--- src/rtl/qb_pkg.sv ---
package qb_pkg;
  localparam int unsigned QB_PINS = 8;

  typedef struct packed {
    logic drv_low;
    logic weak_pu;
    logic strong_pu;
  } qb_pad_ctl_t;
endpackage

--- src/rtl/qb_reset_sync.sv ---
module qb_reset_sync #(
  parameter int unsigned STAGES = 2
) (
  input  logic clk,
  input  logic arst_n,
  output logic rst_n_out
);
  logic [STAGES-1:0] chain_q;

  always_ff @(posedge clk or negedge arst_n) begin
    if (!arst_n) chain_q <= '0;
    else         chain_q <= {chain_q[STAGES-2:0], 1'b1};
  end

  assign rst_n_out = chain_q[STAGES-1];
endmodule

--- src/rtl/qb_sync.sv ---
module qb_sync #(
  parameter int unsigned W       = 1,
  parameter int unsigned STAGES  = 2,
  parameter logic [W-1:0] RST_VAL = '1
) (
  input  logic         clk,
  input  logic         rst_n,
  input  logic [W-1:0] d,
  output logic [W-1:0] q
);
  logic [W-1:0] stage_q [STAGES];
  logic [W-1:0] stage_d [STAGES];

  always_comb begin
    stage_d[0] = d;
    for (int i = 1; i < STAGES; i++) stage_d[i] = stage_q[i-1];
  end

  always_ff @(posedge clk or negedge rst_n) begin
    if (!rst_n) begin
      for (int i = 0; i < STAGES; i++) stage_q[i] <= RST_VAL;
    end else begin
      for (int i = 0; i < STAGES; i++) stage_q[i] <= stage_d[i];
    end
  end

  assign q = stage_q[STAGES-1];
endmodule

--- src/rtl/qb_pin_cell.sv ---
module qb_pin_cell
  import qb_pkg::*;
#(
  parameter bit REARM_HIGH = 1'b0
) (
  input  logic        clk,
  input  logic        rst_n,
  input  logic        wr_en,
  input  logic        wr_bit,
  input  logic        scl_fall,
  output qb_pad_ctl_t pad
);
  logic out_q, out_d;
  logic assist_q, assist_d;
  logic arm;

  generate
    if (REARM_HIGH) begin : g_rearm
      assign arm = wr_en & wr_bit;
    end else begin : g_rise_only
      assign arm = wr_en & wr_bit & ~out_q;
    end
  endgenerate

  always_comb begin
    out_d = wr_en ? wr_bit : out_q;
    if (arm)                  assist_d = 1'b1;
    else if (wr_en & ~wr_bit) assist_d = 1'b0;
    else if (scl_fall)        assist_d = 1'b0;
    else                      assist_d = assist_q;
  end

  always_ff @(posedge clk or negedge rst_n) begin
    if (!rst_n) begin
      out_q    <= 1'b1;
      assist_q <= 1'b0;
    end else begin
      out_q    <= out_d;
      assist_q <= assist_d;
    end
  end

  assign pad.drv_low   = ~out_q;
  assign pad.weak_pu   = out_q;
  assign pad.strong_pu = assist_q;
endmodule

--- src/rtl/qb_port.sv ---
module qb_port
  import qb_pkg::*;
#(
  parameter int unsigned PINS        = QB_PINS,
  parameter int unsigned SYNC_STAGES = 2,
  parameter bit          REARM_HIGH  = 1'b0
) (
  input  logic            clk,
  input  logic            rst_n,
  input  logic            wr_stb,
  input  logic [PINS-1:0] wr_data,
  input  logic            rd_stb,
  input  logic            scl_in,
  input  logic [PINS-1:0] pin_in,
  output logic [PINS-1:0] drive_low,
  output logic [PINS-1:0] weak_pu_en,
  output logic [PINS-1:0] strong_pu_en,
  output logic [PINS-1:0] rd_data
);
  localparam logic [PINS-1:0] ALL_HIGH = '1;

  logic            core_rst_n;
  logic            scl_s, scl_prev_q;
  logic            scl_fall;
  logic [PINS-1:0] pin_s;
  logic [PINS-1:0] rd_q, rd_d;
  qb_pad_ctl_t     pad [PINS];

  qb_reset_sync #(.STAGES(2)) u_rst (
    .clk(clk), .arst_n(rst_n), .rst_n_out(core_rst_n)
  );

  qb_sync #(.W(1), .STAGES(SYNC_STAGES), .RST_VAL(1'b1)) u_scl_sync (
    .clk(clk), .rst_n(core_rst_n), .d(scl_in), .q(scl_s)
  );

  qb_sync #(.W(PINS), .STAGES(SYNC_STAGES), .RST_VAL(ALL_HIGH)) u_pin_sync (
    .clk(clk), .rst_n(core_rst_n), .d(pin_in), .q(pin_s)
  );

  always_ff @(posedge clk or negedge core_rst_n) begin
    if (!core_rst_n) scl_prev_q <= 1'b1;
    else             scl_prev_q <= scl_s;
  end

  assign scl_fall = scl_prev_q & ~scl_s;

  genvar gi;
  generate
    for (gi = 0; gi < PINS; gi++) begin : g_pin
      qb_pin_cell #(.REARM_HIGH(REARM_HIGH)) u_cell (
        .clk(clk), .rst_n(core_rst_n), .wr_en(wr_stb),
        .wr_bit(wr_data[gi]), .scl_fall(scl_fall), .pad(pad[gi])
      );
      assign drive_low[gi]    = pad[gi].drv_low;
      assign weak_pu_en[gi]   = pad[gi].weak_pu;
      assign strong_pu_en[gi] = pad[gi].strong_pu;
    end
  endgenerate

  always_comb rd_d = rd_stb ? pin_s : rd_q;

  always_ff @(posedge clk or negedge core_rst_n) begin
    if (!core_rst_n) rd_q <= ALL_HIGH;
    else             rd_q <= rd_d;
  end

  assign rd_data = rd_q;
endmodule

--- config.mk ---
export PLATFORM = sky130hd
export DESIGN_NAME = qb_port
export DESIGN_NICKNAME = d
export VERILOG_FILES = /design/src/rtl/qb_pkg.sv /design/src/rtl/qb_reset_sync.sv /design/src/rtl/qb_sync.sv /design/src/rtl/qb_pin_cell.sv /design/src/rtl/qb_port.sv
export SDC_FILE = /design/constraint.sdc
export NUM_CORES = 1
export LEC_CHECK = 0
export BUFFER_PORTS_ARGS = -buffer_cell sky130_fd_sc_hd__buf_2
export CELL_PAD_IN_SITES_DETAIL_PLACEMENT = 0
export CELL_PAD_IN_SITES_GLOBAL_PLACEMENT = 1
export CORE_MARGIN = 5
export CORE_UTILIZATION = 42
export DETAILED_ROUTE_END_ITERATION = 8
export GPL_TIMING_DRIVEN = 0
export PLACE_DENSITY_LB_ADDON = 0.2
export SLEW_MARGIN = 20
export SYNTH_ARGS = -nofsm -noshare
export SYNTH_HDL_FRONTEND = slang
export SYNTH_SLANG_ARGS = --single-unit
--- constraint.sdc ---
create_clock -name clk -period 2.5 [get_ports clk]
set_input_delay 0.25 -clock clk [delete_from_list [all_inputs] [get_ports clk]]
set_output_delay 0.25 -clock clk [all_outputs]
set_load 0.01 [all_outputs]
==> key figures, run 1 <==
Detailed routing
  – M1 WL: 1.11 mm
  – Highest metal used: met4
  – DR vias: 1048
  – DRT Pass-1 Iters: 4
  – Post-route ant nets: 0
  – DR WL met2: 1.60 mm
  – Drc violations: 0
  – Drt wl/cell: 12.6 microns
  – DR iter-0 viols: 18
  – Drt total wl: 2.96 mm
  – Wire length on met3: 192 microns
  – DR vias/cell: 4.46

Yosys
  – Cells after Synth: 124
  – Seq/Total Area, Yosys: 68.3%
  – Syn Nets: 145
  – Top post-synthesis cells by area: dfstp_2, dfrtp_1, buf_4
  – Compound-cell area share of the yosys netlist: 11.2%
  – Simple-Gate Fraction of Synth Area: 2.12%
  – Adder-Cell Fraction of Synth Area: 0%
  – Largest family of logic cells by synthesized area: buffers and inverters
  – Post-synth top area share: 53.7%
  – Syn avg cell area: 13.8 sq um
  – Post-Syn Area: 1710 sq um
  – Post-synthesis mux area share: 5.26%
  – Xor-xnor portion of the synthesized cell area: 0%
  – Synth warn: 0
  – Synth unique cells: 15
  – Yosys reg bits: 45
  – Largest area contributor in the netlist: dfstp_2

Placed design
  – DPL Wire Length: 2.22 mm
  – IO Port Bufs: 51
  – Placed insts: 226
  – Routability cong.: 0.671

STA
  – Setup TNS: 0 ns
  – Slew Limit Fails: 0
  – Hold Violations, Final: 0
  – Tmin final: 1.28 ns
  – Max Clock Freq: 0.780 GHz
  – Clk_skew: 0.00340 ns
  – Final worst-path cycle share: 51.3%
  – RSZ-0062 raised after global routing: false
  – Setup violators final: 0

Power and ir drop
  – Pwr dens: 704 nW/um^2
  – Pleak: 1.03 nW
  – Peak VDD IR: 0.000408 V

Clock network
  – Clk_lat worst skew: 0.29 ns
  – CTS clk-pin slew, worst paths: 0.08 ns
  – Root Driver: clkbuf_8
  – Postcts setup bufs: 0
  – Post-cts resize count: 0
  – TritonCTS clock tree: done
  – CTS Sinks: 45
  – CTS Buffer Depth: 2
  – Num CTS Buffers: 5
  – H-tree Lvls: 2

Worst setup path
  – Worst Path Max Fanout: 2
  – Startpoint types: flip-flop
  – Max stage delay on crit path: 0.53 ns
  – Critical R2R Capture: g_pin[6].u_cell.assist_q
  – CP endpoint kind: output pin
  – CP required: 2.25 ns
  – Crit Path Class: reg -> out
  – Crit path cell chain: buf_4 -> buf_2
  – Worst R2R Start: scl_prev_q
  – Number of cells on the worst reg-to-reg path: 4
  – Worst path arrival time: 1.03 ns
  – Critical path's slowest cell: dfstp_2
  – FF-to-FF setup slack: 1.42 ns

Cells and area
  – Most frequent cells in the layout: buf_2, dfstp_2, buf_4
  – Final core utilization: 54.2%
  – # diodes: 0
  – Share of layout cells above drive strength 1: 73.5%
  – Nets: 205
  – Post-Layout Cell Count: 235
  – Area growth from synthesis to layout: 25.6%
  – Most common cell after layout, fill and taps aside: buf_2

Global route
  – Grt ovf: 0
  – Initial antenna violation count: 0
  – Overall Global Routing Usage: 12.0%
  – First-pass GRT wire length: 4.97 mm
  – Vias in the first global route: 1127
  – Pin count of the biggest net entering global routing: 34

Hold path
  – WHS Endpoint: u_pin_sync.stage_d[6]
  – Tightest Hold Check Type: in -> reg
  – WHS Path Cells: 1
  – Hold Path Origin: pin_in[6]

Die
  – Die area: 5460 sq um
  – Initial cell density of the core: 43.1%
  – Die Span Y: 73.9 microns
  – Core area: 3970 sq um
  – Die Width: 73.9 microns
  – Std-Cell Rows: 23
  – I/O pins: 53

Run
  – Max-cap viol count: 0

Outcome
  – Outcome: completed
how the worst max path moves through the flow:
stage                                     start                       end  slack [ns]  depth (start not counted)
after detailed placement             scl_prev_q  g_pin[6].u_cell.assist_q        1.42                          4
after global placement         u_rst.chain_q[1]  g_pin[7].u_cell.assist_q        0.82                          0
after CTS                 g_pin[0].u_cell.out_q              drive_low[0]        1.20                          2
final                     g_pin[2].u_cell.out_q             weak_pu_en[2]        1.22                          2
after floorplan                u_rst.chain_q[1]  g_pin[0].u_cell.assist_q        1.22                          0
after global routing      g_pin[4].u_cell.out_q              drive_low[4]        1.17                          2
final cells by class:
cell class              count  area, sq um
clock inverters             2         16.3
multi-input cells          42          323
fillers                   378         1820
plain buffers              21          160
inverters                  16         60.1
repair buffers             53          285
flip-flops and latches     45         1170
well taps                  50         62.6
clock buffers               6         72.6
kinds of logic after synthesis:
family	count (synthesis)
mux	8
other cells	1
buf+inv	37
compound gates	24
flops	45
simple gates	9
power by group:
group | switching [mW] | total [mW] | internal [mW]
registers | 0.0294 | 0.845 | 0.816
logic | 0.114 | 0.237 | 0.123
clock network | 0.233 | 0.432 | 0.199
total | 0.376 | 1.51 | 1.14
Yosys cell counts:
master / n
a22oi_2: 6
dfstp_2: 35
o21ai_0: 8
buf_4: 17
buf_6: 2
conb_1: 1
inv_1: 16
a21oi_1: 2
buf_2: 2
dfrtp_1: 10
nand2b_1: 1
nand2_1: 8
a22oi_1: 2
mux2_2: 8
a21oi_2: 6
routing by layer:
layer	track usage (%)	up-vias
met5	0	-
met4	4.83	0
met3	3.42	7
met2	20.8	29
met1	14.0	513
li1	-	499
flip-flops by register name (all words and copies together) (netlist names):
| name | flops |
|---|---|
| u_pin_sync.q | 8 |
| g_pin.u_cell.assist_q | 8 |
| g_pin.u_cell.out_q | 8 |
| u_rst.chain_q | 2 |
| u_scl_sync.stage_d | 1 |
| rd_data | 8 |
| u_pin_sync.stage_d | 8 |
| u_scl_sync.q | 1 |
| scl_prev_q | 1 |
critical path, delay by kind of cell, from the launching register on:
family | cells | cell delay [ns]
flops | 1 | 0.53
buf+inv | 2 | 0.22
what timing repair did:
action                                  4_1_cts  5_1_grt
endpoints found under the setup margin        0        0
hold buffers                                  1        0
endpoints found under the hold margin         2        0
stage by stage:
step | instance area [sq um] | setup slack [ns] | hold WS, ns | power [mW]
finish | 2150 | 1.22 | 0.0490 | 1.51
global placement | 2030 | 0.823 | 0.0354 | 1.09
detailed placement | 2050 | 1.42 | 0.0392 | 1.10
CTS | 2150 | 1.20 | 0.0370 | 1.54
floorplan | 1710 | 1.22 | -0.0456 | 1.00
global route | 2150 | 1.17 | 0.0276 | 1.60
Note: power is estimated with default switching activity, not from simulation.
==> run 2, diff against run 1 <==
--- a/config.mk
+++ b/config.mk
@@ -9,7 +9,7 @@
 export CELL_PAD_IN_SITES_DETAIL_PLACEMENT = 0
 export CELL_PAD_IN_SITES_GLOBAL_PLACEMENT = 1
 export CORE_MARGIN = 5
-export CORE_UTILIZATION = 42
+export CORE_UTILIZATION = 39
 export DETAILED_ROUTE_END_ITERATION = 8
 export GPL_TIMING_DRIVEN = 0
 export PLACE_DENSITY_LB_ADDON = 0.2
==> constraint.sdc (replaced) <==
create_clock -name clk -period 1.2 [get_ports clk]
set_input_delay 0.12 -clock clk [delete_from_list [all_inputs] [get_ports clk]]
set_output_delay 0.12 -clock clk [all_outputs]
set_load 0.01 [all_outputs]
==> run 2 against run 1 <==
Net effect: non-clock buffer count increased by 8; total power increased by 110%; combinational power grew 110%; sequential power up 110%; critical path depth did not move; hold slack got worse by 0.0032 ns; utilization decreased by 1.9 points; clock power is 120% higher; count of clock-buffer cells in the layout is 1 lower; global-route usage is 0.18 points lower; flip-flop and latch count is the same; first-iteration DRC count increased by 83%; largest cell class unchanged; largest power group unchanged.
==> key figures, run 2 (synthesis gave the netlist of run 1 again) <==
Outcome
  – Outcome: completed

Detailed routing
  – Drt total wl: 3.12 mm
  – Drt wl/cell: 12.7 microns
  – DR vias: 1068
  – Post-route ant nets: 0
  – DRT Pass-1 Iters: 4
  – DR iter-0 viols: 33
  – Drc violations: 0
  – DR vias/cell: 4.36

Die
  – Die Span Y: 76.3 microns
  – Initial cell density of the core: 39.9%
  – Die area: 5820 sq um
  – I/O pins: 53
  – Std-Cell Rows: 24
  – Core area: 4290 sq um
  – Die Width: 76.3 microns

Cells and area
  – Share of layout cells above drive strength 1: 71.5%
  – Nets: 213
  – Final core utilization: 52.3%
  – Area growth from synthesis to layout: 31.1%
  – Most frequent cells in the layout: buf_2, dfstp_2, buf_4
  – Most common cell after layout, fill and taps aside: buf_2
  – # diodes: 0

Global route
  – Overall Global Routing Usage: 11.9%
  – Grt ovf: 0
  – Vias in the first global route: 1197
  – Pin count of the biggest net entering global routing: 44
  – First-pass GRT wire length: 5.59 mm
  – Initial antenna violation count: 0

Worst setup path
  – Critical path's slowest cell: dfstp_2
  – Crit Path Class: reg -> out
  – Crit path cell chain: buf_4 -> buf_6
  – Worst path arrival time: 1.03 ns
  – Worst Path Max Fanout: 2
  – Delay-heaviest family, CP: flip-flops
  – Startpoint types: flip-flop
  – CP required: 1.08 ns
  – CP endpoint kind: output pin
  – Max stage delay on crit path: 0.55 ns
  – Buf/Inv on CP: 2

STA
  – Tmin final: 1.15 ns
  – Slew Limit Fails: 0
  – Slew @ Worst Pin: 0.891 ns
  – Hold Violations, Final: 0
  – Max Clock Freq: 0.866 GHz
  – Setup violators final: 0
  – RSZ-0062 raised after global routing: false
  – Slew margin rel.: 40.6%
  – Final worst setup slack: 0.0458 ns
  – Setup TNS: 0 ns
  – Final worst-path cycle share: 96.2%
  – Clk_skew: 0.00974 ns

Clock network
  – CTS Sinks: 45
  – H-tree Lvls: 2
  – Num CTS Buffers: 5
  – Postcts setup bufs: 0
  – CTS Buffer Depth: 2
  – TritonCTS clock tree: done
  – CTS clk-pin slew, worst paths: 0.09 ns
  – Root Driver: clkbuf_8
  – Clk_lat worst skew: 0.29 ns

Placed design
  – Setup WS pre-CTS: 0.118 ns
  – DPL Wire Length: 2.19 mm
  – IO Port Bufs: 51
  – Routability cong.: 0.661

Power and ir drop
  – Overall power: 3.23 mW
  – Pwr dens: 1440 nW/um^2
  – Peak VDD IR: 0.000937 V
  – Pleak: 1.07 nW

Hold path
  – Tightest Hold Check Type: in -> reg

Run
  – Max-cap viol count: 0
-- run 2: metal layers --
metal	track usage (%)	wire length [microns]	vias up
li1	-	-	514
met1	13.4	1210	527
met2	19.9	1690	25
met3	4.73	190	2
met4	4.72	23	0
met5	0	0	-
-- run 2: metrics by stage --
step,instances,area [sq um],hold slack (ns)
floorplan,124,1710,-0.176
detailed placement,227,2030,-0.0914
finish,245,2250,0.0458
global placement,227,2030,-0.0949
CTS,245,2230,0.0325
global route,245,2250,0.0526
-- run 2: path summary, 6_finish.rpt --
| path | startpoint | to | slack, ns | cells after the start |
|---|---|---|---|---|
| worst max-delay path | g_pin[2].u_cell.out_q | weak_pu_en[2] | 0.05 | 2 |
| worst min-delay path | wr_data[6] | g_pin[6].u_cell.out_q | 0.05 | 3 |
| worst max register to register | u_scl_sync.q | g_pin[5].u_cell.assist_q | 0.12 | 4 |
| worst min register to register | u_pin_sync.stage_d[1] | u_pin_sync.q[1] | 0.36 | 0 |
| max in group asynchronous | u_rst.chain_q[1] | g_pin[1].u_cell.assist_q | 0.23 | 0 |
| min in group asynchronous | rst_n | u_rst.chain_q[1] | 0.12 | 2 |
-- run 2: repair_timing --
action | in CTS | in global routing
hold endpoints to repair | 11 | 0
hold buffers | 10 | 0
setup endpoints to repair | 0 | 5
resized for setup | 0 | 6
-- run 2: layout make-up --
| type | instances | area, sq um |
|---|---|---|
| fill | 380 | 2050 |
| sequential | 45 | 1170 |
| timing repair buffer | 61 | 373 |
| multi-input combinational | 42 | 323 |
| buffer | 21 | 160 |
| clock buffer | 5 | 68.8 |
| tap | 52 | 65.1 |
| inverter | 16 | 60.1 |
| clock inverter | 3 | 25.0 |
-- run 2: worst reg2reg max path: cells and delay by family, from the launching register on --
kind	cells	cell delay [ns]
and+or+nand+nor	1	0.11
buffers and inverters	1	0.16
AOI/OAI and AO/OA	2	0.21
DFF	1	0.53
-- run 2: power breakdown --
group / switching (mW) / internal, mW / leakage (nW)
logic: 0.226 / 0.280 / 0.534
clock network: 0.520 / 0.420 / 0.0447
registers: 0.0820 / 1.70 / 0.489
total: 0.828 / 2.40 / 1.07
==> run 3, diff against run 2 <==
--- a/config.mk
+++ b/config.mk
@@ -10,6 +10,7 @@
 export CELL_PAD_IN_SITES_GLOBAL_PLACEMENT = 1
 export CORE_MARGIN = 5
 export CORE_UTILIZATION = 39
+export CTS_BUF_LIST = sky130_fd_sc_hd__clkbuf_16
 export DETAILED_ROUTE_END_ITERATION = 8
 export GPL_TIMING_DRIVEN = 0
 export PLACE_DENSITY_LB_ADDON = 0.2
==> run 3 against run 2 <==
Net effect: hold slack better by 0.016 ns; clock power up 43%; count of clock-buffer cells in the layout unchanged; non-clock buffer count unchanged; critical endpoint is now drive_low[2]; largest power group unchanged.
==> key figures, run 3 (synthesis gave the netlist of run 1 again) <==
STA
  – Slew margin rel.: 40.7%
  – Setup violators final: 0
  – Slew @ Worst Pin: 0.890 ns
  – Final worst-path cycle share: 94.8%
  – RSZ-0062 raised after global routing: false
  – Setup TNS: 0 ns
  – Tmin final: 1.14 ns
  – Max Clock Freq: 0.879 GHz
  – Clk_skew: 0.00747 ns
  – Final worst setup slack: 0.0629 ns
  – Hold Violations, Final: 0
  – Slew Limit Fails: 0
  – Worst hold slack: 0.0622 ns

Worst setup path
  – Worst Path Max Fanout: 3
  – Number of cells on the worst reg-to-reg path: 4
  – Buf/Inv on CP: 2
  – Crit path cell chain: inv_1 -> buf_2
  – CP endpoint kind: output pin
  – Startpoint types: flip-flop
  – Crit Path Class: reg -> out
  – WP depth: 2
  – CP required: 1.08 ns
  – Worst path arrival time: 1.02 ns
  – Critical path's slowest cell: dfstp_2
  – Max stage delay on crit path: 0.53 ns
  – Delay-heaviest family, CP: flip-flops

Clock network
  – CTS Sinks: 45
  – Num CTS Buffers: 5
  – Postcts setup bufs: 0
  – TritonCTS clock tree: done
  – Root Driver: clkbuf_16
  – CTS clk-pin slew, worst paths: 0.06 ns
  – CTS Hold Bufs: 10
  – H-tree Lvls: 2
  – CTS Buffer Depth: 2
  – Post-cts resize count: 0
  – Clk_lat worst skew: 0.28 ns

Die
  – Die area: 5820 sq um
  – Core area: 4290 sq um
  – Die Span Y: 76.3 microns
  – Die Width: 76.3 microns
  – Std-Cell Rows: 24
  – I/O pins: 53
  – Initial cell density of the core: 39.9%

Detailed routing
  – DR iter-0 viols: 38
  – Drt wl/cell: 12.7 microns
  – DR vias/cell: 4.39
  – Drc violations: 0
  – Post-route ant nets: 0
  – Drt total wl: 3.12 mm
  – DR vias: 1076
  – DRT Pass-1 Iters: 4

Hold path
  – Tightest Hold Check Type: in -> reg
  – WHS Path Cells: 3

Placed design
  – Placed insts: 227
  – Routability cong.: 0.661
  – Post-DP Area: 2030 sq um
  – Setup WS pre-CTS: 0.118 ns
  – IO Port Bufs: 51
  – DPL Wire Length: 2.19 mm

Power and ir drop
  – Peak VDD IR: 0.00109 V
  – Pleak: 1.09 nW
  – Overall power: 3.62 mW
  – Pwr dens: 1580 nW/um^2

Cells and area
  – # diodes: 0
  – Area growth from synthesis to layout: 33.4%
  – Fillers: 378
  – Final instance area: 2280 sq um
  – Nets: 213
  – Most common cell after layout, fill and taps aside: buf_2
  – Share of layout cells above drive strength 1: 70.5%
  – Multi-input logic area: 323 sq um
  – Final core utilization: 53.2%
  – Post-Layout Cell Count: 245
  – Seq. cell area: 1170 sq um
  – Most frequent cells in the layout: buf_2, dfstp_2, buf_4

Outcome
  – Outcome: completed

Global route
  – Pin count of the biggest net entering global routing: 44
  – Initial antenna violation count: 0
  – Overall Global Routing Usage: 11.9%
  – First-pass GRT wire length: 5.63 mm
  – Vias in the first global route: 1196
  – Grt ovf: 0

Run
  – Max-cap viol count: 0
==> run 3: cell counts in the layout (fill, tap and decap cells not counted) <==
No cell type changed its count.
==> run 3: final timing paths <==
path,start,endpoint,slack (ns)
worst max-delay path,g_pin[2].u_cell.out_q,drive_low[2],0.06
min in group asynchronous,rst_n,u_rst.chain_q[0],0.14
worst max register to register,u_scl_sync.q,g_pin[5].u_cell.assist_q,0.13
max in group asynchronous,u_rst.chain_q[1],g_pin[3].u_cell.assist_q,0.24
worst min-delay path,wr_data[6],g_pin[6].u_cell.out_q,0.06
worst min register to register,u_pin_sync.stage_d[1],u_pin_sync.q[1],0.36
==> run 3: final cells by class <==
| class | count | share of cell area [%] |
|---|---|---|
| inverter | 16 | 2.63 |
| buffer | 21 | 7.01 |
| timing repair buffer | 61 | 15.6 |
| multi-input combinational | 42 | 14.1 |
| clock inverter | 3 | 1.10 |
| tap | 52 | 2.85 |
| clock buffer | 5 | 5.48 |
| sequential | 45 | 51.3 |
==> run 3: routing by layer <==
| layer | part of all wire [%] | GRT usage [%] | vias to the layer above |
|---|---|---|---|
| met1 | 40 | 13.6 | 531 |
| met5 | 0 | 0 | - |
| met4 | 0.67 | 4.20 | 0 |
| met3 | 6.7 | 4.73 | 2 |
| met2 | 53 | 20.0 | 28 |
| li1 | - | - | 515 |
==> run 3: power by group <==
group / internal, mW / switching, mW / total (mW)
clock network: 0.781 / 0.562 / 1.34
registers: 1.70 / 0.0811 / 1.78
logic: 0.270 / 0.224 / 0.494
==> run 3: worst min-delay path: stages <==
cell     delay (ns)
buf_2          0.10
nand2_1        0.04
o21ai_0        0.07
